`config.mk`:
```
export PLATFORM = sky130hd
export DESIGN_NAME = task_switch_seq
export DESIGN_NICKNAME = d
export VERILOG_FILES = /design/src/rtl/task_switch_seq.sv
export SDC_FILE = /design/constraint.sdc
export NUM_CORES = 2
export LEC_CHECK = 0
export ABC_AREA = 1
export BUFFER_PORTS_ARGS = -buffer_cell sky130_fd_sc_hd__buf_2
export CAP_MARGIN = 0
export CORE_AREA = 2 2 339 341
export DETAILED_ROUTE_END_ITERATION = 10
export DIE_AREA = 0 0 341 343
export PLACE_DENSITY = 0.62
export SYNTH_ARGS = -nofsm -noshare
export SYNTH_HDL_FRONTEND = slang
export SYNTH_SLANG_ARGS = --single-unit
```
`constraint.sdc`:
```
create_clock -name clk -period 3.9 [get_ports clk]
set_clock_uncertainty 0.2 [all_clocks]
set_input_delay 1.17 -clock clk [delete_from_list [all_inputs] [get_ports clk]]
set_output_delay 1.17 -clock clk [all_outputs]
set_load 0.01 [all_outputs]
```
`src/rtl/task_switch_seq.sv`:
```
module task_switch_seq #(
  parameter int AW = 16,
  parameter logic [AW-1:0] DESC_BASE = AW'('h800),
  localparam int NDYN = 16,
  localparam int NSTAT = 6
) (
  input  logic                  clk,
  input  logic                  rst_n,
  input  logic                  req,
  input  logic [1:0]            req_kind,
  input  logic [15:0]           req_sel,
  input  logic [31:0]           req_desc,
  output logic [AW-1:0]         mem_addr,
  output logic                  mem_we,
  output logic [31:0]           mem_wdata,
  input  logic [31:0]           mem_rdata,
  output logic [NDYN*32-1:0]    ctx_dyn,
  output logic [NSTAT*32-1:0]   ctx_stat,
  output logic [15:0]           cur_task,
  output logic                  busy,
  output logic                  done,
  output logic                  fault,
  output logic                  trap
);
  localparam int LAST = NDYN + NSTAT;
  localparam int CW = $clog2(LAST + 1);
  localparam int DIW = $clog2(NDYN);
  localparam int SIW = $clog2(NSTAT);
  localparam logic [1:0] K_CALL = 2'd1, K_RET = 2'd2, K_BAD = 2'd3;
  localparam logic [1:0] T_REC = 2'b01, T_GATE = 2'b10;

  typedef enum logic [3:0] {S_IDLE, S_GDA, S_GDD, S_LKA, S_LKD, S_SAVE, S_LINK, S_LOAD, S_CHK} st_t;

  st_t state;
  logic [CW-1:0] cnt;
  logic [1:0] kind;
  logic [15:0] nsel, cur_sel;
  logic [AW-1:0] nbase, cur_base;
  logic [NDYN-1:0][31:0] dyn_q;
  logic [NSTAT-1:0][31:0] stat_q;
  logic fault_q, trap_q;

  logic [CW-1:0] lidx;
  logic [SIW-1:0] sidx;
  assign lidx = cnt - CW'(1);
  assign sidx = SIW'(lidx - CW'(NDYN));

  assign ctx_dyn  = dyn_q;
  assign ctx_stat = stat_q;
  assign cur_task = cur_sel;
  assign busy  = state != S_IDLE;
  assign done  = state == S_CHK;
  assign fault = fault_q;
  assign trap  = trap_q;
  assign mem_we = state == S_SAVE || state == S_LINK;

  always_comb begin
    mem_addr  = '0;
    mem_wdata = '0;
    case (state)
      S_GDA:  mem_addr = DESC_BASE + AW'(nsel);
      S_LKA:  mem_addr = cur_base;
      S_SAVE: begin
        mem_addr  = cur_base + AW'(cnt) + AW'(1);
        mem_wdata = dyn_q[cnt[DIW-1:0]];
      end
      S_LINK: begin
        mem_addr  = nbase;
        mem_wdata = {16'b0, cur_sel};
      end
      S_LOAD: mem_addr = nbase + AW'(cnt) + AW'(1);
      default: ;
    endcase
  end

  always_ff @(posedge clk) begin
    if (!rst_n) begin
      state <= S_IDLE;
      cnt <= '0;
      kind <= '0;
      nsel <= '0;
      nbase <= '0;
      cur_sel <= '0;
      cur_base <= '0;
      dyn_q <= '0;
      stat_q <= '0;
      fault_q <= 1'b0;
      trap_q <= 1'b0;
    end else begin
      fault_q <= 1'b0;
      trap_q <= state == S_CHK && stat_q[NSTAT-1][0];
      case (state)
        S_IDLE: if (req) begin
          kind <= req_kind;
          cnt <= '0;
          if (req_kind == K_RET) state <= S_LKA;
          else if (req_kind == K_BAD) fault_q <= 1'b1;
          else if (req_desc[31:30] == T_REC) begin
            nbase <= req_desc[AW-1:0];
            nsel <= req_sel;
            state <= S_SAVE;
          end else if (req_desc[31:30] == T_GATE) begin
            nsel <= req_desc[15:0];
            state <= S_GDA;
          end else fault_q <= 1'b1;
        end
        S_GDA: state <= S_GDD;
        S_GDD: if (mem_rdata[31:30] == T_REC) begin
          nbase <= mem_rdata[AW-1:0];
          state <= S_SAVE;
        end else begin
          fault_q <= 1'b1;
          state <= S_IDLE;
        end
        S_LKA: state <= S_LKD;
        S_LKD: if (mem_rdata[15:0] == 16'd0) begin
          fault_q <= 1'b1;
          state <= S_IDLE;
        end else begin
          nsel <= mem_rdata[15:0];
          state <= S_GDA;
        end
        S_SAVE: if (cnt == CW'(NDYN - 1)) begin
          cnt <= '0;
          state <= (kind == K_CALL) ? S_LINK : S_LOAD;
        end else cnt <= cnt + CW'(1);
        S_LINK: state <= S_LOAD;
        S_LOAD: begin
          if (cnt != '0) begin
            if (lidx < CW'(NDYN)) dyn_q[lidx[DIW-1:0]] <= mem_rdata;
            else stat_q[sidx] <= mem_rdata;
          end
          if (cnt == CW'(LAST)) begin
            cnt <= '0;
            cur_sel <= nsel;
            cur_base <= nbase;
            state <= S_CHK;
          end else cnt <= cnt + CW'(1);
        end
        S_CHK: state <= S_IDLE;
        default: state <= S_IDLE;
      endcase
    end
  end

  assert_done_pulse_R8: assert property (@(posedge clk) disable iff (!rst_n)
    done |=> !done);

  assert_fault_keeps_state_R7: assert property (@(posedge clk) disable iff (!rst_n)
    fault |-> ($stable(ctx_dyn) && $stable(ctx_stat) && $stable(cur_task) && !busy));

  assert_no_static_write_R4: assert property (@(posedge clk) disable iff (!rst_n)
    mem_we |-> ((mem_addr == nbase && kind == K_CALL) ||
                ((mem_addr - cur_base) >= AW'(1) && (mem_addr - cur_base) <= AW'(NDYN))));

  assert_save_stride_R11: assert property (@(posedge clk) disable iff (!rst_n)
    (state == S_SAVE && cnt != '0) |-> (mem_we && mem_addr == $past(mem_addr) + AW'(1)));

  assert_trap_after_done_R9: assert property (@(posedge clk) disable iff (!rst_n)
    trap |-> $past(done));

  assert_task_on_done_R2: assert property (@(posedge clk) disable iff (!rst_n)
    !$stable(cur_task) |-> done);
endmodule

```
Word-level counts from Yosys, hierarchy flattened --
Cells that the tools add are included.
Operators by class: $lt $le $gt $ge 6, mux-type cells 46, eq/ne operators 27, shift operators 0, bitwise operators 1, divide/modulo/power cells 0, $add $sub $neg 8, multipliers 0, reduce and logical (&&, ||, !) cells 19
Operators by type and width (count):
- $bwmux 512 | 1
- $bwmux 192 | 1
- $mux 16 | 11
- $bmux 32 s4 | 1
- $demux 32 s4 | 1
- $demux 32 s3 | 1
- $mux 32 | 3
- $pmux 16 s5 | 1
- $pmux 16 s2 | 2
- $pmux 32 s2 | 1
- $add 16x1->16 const B | 2
- $add 16x5->16 | 2
- $pmux 4 s8 | 1
- $mux 4 | 7
- $add 12x16->16 const A | 1
- $eq 4x3->1 const B | 4
- $logic_not 16->1 | 1
- $mux 5 | 3
- $pmux 5 s3 | 1
- $ne 2x2->1 const B | 7
- $reduce_and 6->1 | 2
- $lt 4x5->1 const B | 2
- $mux 1 | 9
- $eq 4x2->1 const B | 2
- 29 further kinds | 40
Storage, ports and cells: register bits after elaboration 781, memory bits (read-only) 0, output and inout port bits 773, latch bits 0, bits in writable memories 0, word-level logic and storage cells 138, memories 0, bits of input ports 85

Logic depth before layout (Yosys ltp) --
word-level depth 7, depth in mapped cells 16, mapped depth without buffers 12

Worst setup path before layout --
OpenSTA, ideal clock, no wires.
kind register to output, from register cnt[0], to output mem_addr[14], arrival time 2.560 ns, slack -0.030 ns, stages on the path, launching flop included 17, data required time 2.530 ns, path buffers 4, cell sequence dfxtp_1 buf_2 inv_2 buf_6 buf_2 buf_1 ha_1 inv_1 fa_1 nand3_1 nand3_1 nand2_1 nand2_1 nand2_1 nand2_1 nand3_1 nand3_1
On the way: cells in the longest elaborated chain, start to end 3, elaborated cells between the ends (all ways) 5, classes of those cells add/sub: 4; mux: 1
RTL lines:
- from (decl) | line 35 | logic [CW-1:0] cnt;
- from (signal assigned) | line 126 | end else cnt <= cnt + CW'(1);
- from (signal assigned) | line 138 | end else cnt <= cnt + CW'(1);
- $add 16x5->16 (on tied branches) | line 71, 64
- $add 16x1->16 (on tied branches) | line 71, 64
- $pmux 16 s5 * | line 60 | case (state)
- to (decl) | line 13 | output logic [AW-1:0] mem_addr,
Every way passes the cells marked *; elsewhere a longest branch is shown, timed or not.

Final worst setup path --
from register cnt[1], to output mem_addr[2]
The elaborated chain is that of the path after synthesis.

==> flow_metrics.py <==
metrics = {
    "sta": {
        "fin_hold_ws_ps": 260,
        "tightest_slew_ps": 1090,
        "finalSetupViolCount": 14,
        "fmax_ghz": 0.251,
        "worst_slack_ps": -87.7,
        "timing.final.crit_period_ps": 3990,
        "drv_slew": 0,
        "final_hold_viol_count": 0,
        "finalCritPeriodShare_pct": 102,
        "grt_setup_unrepaired": "yes",
        "setup_tns_ps": -661,
        "slew-limit-headroom_pct": 26.9,
    },
    "grt": {
        "grt_pass1_wl_um": 246000,
        "antenna_found_initial": 5,
        "grt_pass1_vias": 35900,
        "grt_usage_pct": 28.4,
        "grt_max_degree": 118,
        "grt-ovfl-total": 0,
    },
    "power": {
        "p_per_area_mw_per_mm2": 377,
        "leakage_nw": 23.0,
        "ir_drop_mv": 0.328,
        "total_power_mw": 18.1,
    },
    "logic_synthesis": {
        "async_reset_ff_share_pct": 0,
        "syn_nets": 5790,
        "ys_ff_latch": 781,
        "synthesis.area_sq_mm": 0.0364,
        "ys_warn_count": 0,
        "synthCells": 5681,
        "synth_ff_type": "dfxtp_1",
        "synth_top_area_share_pct": 42.9,
        "synth.area.top_cells": "dfxtp_1, nor2_1, nand2_1",
        "yosysSeqAreaShare_pct": 42.9,
        "synth_edf_count": 0,
        "synth_cell_types": 38,
        "avgSynthCellArea_sq_um": 6.41,
        "synth.most_common_cell": "nor2_1",
        "yosys-top-cells-count": "nor2_1, nand2_1, dfxtp_1, o21ai_0, clkbuf_1",
        "synth_top_area_cell": "dfxtp_1",
    },
    "floorplanning": {
        "core_sq_mm": 0.113,
        "initial_core_util_pct": 32.1,
        "placementRows": 124,
        "die_h_um": 343,
        "die-area_sq_mm": 0.117,
        "num_io_pins": 858,
        "chipWidth_um": 341,
    },
    "setup_path": {
        "criticalPathCategory": "reg -> out",
        "critPathRequiredTime_ps": 2530,
        "arrival_ps": 2620,
        "start_kind": "register",
        "endpoint_kind": "output port",
        "worstPathMaxFanout": 4,
    },
    "layout": {
        "design_area_sq_mm": 0.0481,
        "stdcell_count": 8039,
        "area.growth.synth_to_final_pct": 32.0,
        "final_util_pct": 42.4,
        "nNetsFinal": 6562,
        "drive_gt1_share_pct": 22.8,
    },
    "placement": {
        "dp_hpwl_um": 122000,
        "gp_congestion": 0.944,
        "numPortBuffers": 843,
        "postPlaceCellArea_sq_mm": 0.0421,
        "post-place-ws_ps": 162,
        "dp_cells": 7782,
    },
    "clock_network": {
        "clockBufferDepth": 3,
        "cts_tree": "yes",
        "cts_buffers": 92,
        "clk_pin_slew_ps": 60,
        "cts_root_buf": "clkbuf_16",
        "h-tree-depth": 3,
        "cts.sinks": 781,
        "clkLatencyLatePin_ps": 690,
        "hold_buffers": 0,
    },
    "min_path": {
        "min_path_type": "reg -> reg",
    },
    "drt": {
        "wl_um": 180000,
        "drt_iter0_drc": 3475,
        "num_vias": 40200,
        "drc_errors": 0,
        "dr.pass1.iters": 6,
        "drtAntennaViolNets": 0,
        "via_per_inst": 5.00,
        "wl_per_cell_um": 22.4,
    },
    "run_status": {
        "status": "finished with violations",
        "violations": "negative setup slack",
    },
    "flow_run": {
        "cap_violations": 0,
    },
}
==> sequential cells by signal, summed over array words and instances, names as in the netlist <==
register	cells
fault	1
ctx_dyn	512
cnt	5
trap	1
kind	2
nsel	16
ctx_stat	192
cur_task	16
nbase	16
state	4
cur_base	16
==> area by class of cell <==
cell class	instances	area, sq um
fillers	11900	65300
multi-input cells	4388	19500
flip-flops and latches	781	15700
repair buffers	1062	7460
clock buffers	132	2680
well taps	1512	1890
inverters	128	513
clock inverters	32	355
diodes	4	10.0
==> kinds of logic after synthesis <==
group | after synthesis | synth area share [%]
AOI/OAI and AO/OA | 705 | 10.0
xor gates and xnor gates | 2 | 0.0893
adders and majority gates | 24 | 0.866
buffers and inverters | 512 | 6.75
DFF | 781 | 42.9
and+or+nand+nor | 3657 | 39.3
==> worst paths after layout <==
kind                              from                    endpoint  slack [ps]  cells after the start
hold / removal    kind[0]$_SDFFE_PN0P_        kind[0]$_SDFFE_PN0P_         260                      2
setup / recovery   cnt[1]$_SDFFE_PN0P_                 mem_addr[2]         -90                      9
setup reg to reg   cnt[0]$_SDFFE_PN0P_  ctx_stat[125]$_SDFFE_PN0P_         650                     11
hold reg to reg   kind[0]$_SDFFE_PN0P_        kind[0]$_SDFFE_PN0P_         260                      2
==> cells in the final DEF, fill, tap and decap left out, types with 23 or more instances in the layout <==
cell type	instances
buf_2	833
o21ai_1	81
buf_12	52
a21oi_1	57
nand2_1	1481
buf_6	25
nand2_4	23
nand3_1	61
o21ai_0	434
clkbuf_16	113
dfxtp_1	776
o21ai_2	30
nor2_2	23
nor2_1	1906
inv_1	99
o22ai_2	26
nand2_2	63
clkbuf_8	23
buf_4	106
o22ai_1	49
==> power breakdown <==
group / total [mW] / switching (mW) / internal (mW)
clock: 8.71 / 3.76 / 4.95
sequential: 8.16 / 0.116 / 8.04
combinational: 1.25 / 0.870 / 0.376
total: 18.1 / 4.75 / 13.4
==> layer usage <==
layer	part of all wire, %	vias to the layer above	GRT usage (%)
met5	0.0072	-	0
met4	6.3	2	16.4
met1	39	18800	33.7
li1	-	19300	-
met3	8.0	425	6.42
met2	46	1722	47.0
==> critical path, cell delays in order, from the launching register on <==
cell and delay, ps:
dfxtp_4 370, buf_6 140, buf_6 120, fa_2 410, buf_6 130, or2_4 230, nand3_4 90, o2111ai_4 130
a21o_1 200, buf_6 120
==> repair_timing <==
| action | CTS | global route |
|---|---|---|
| resized for setup | 213 | 284 |
| pin swaps | 31 | 104 |
| setup buffers | 23 | 32 |
| cloned | 13 | 24 |
| setup endpoints to repair | 48 | 48 |
(Power assumes the default switching activity.)
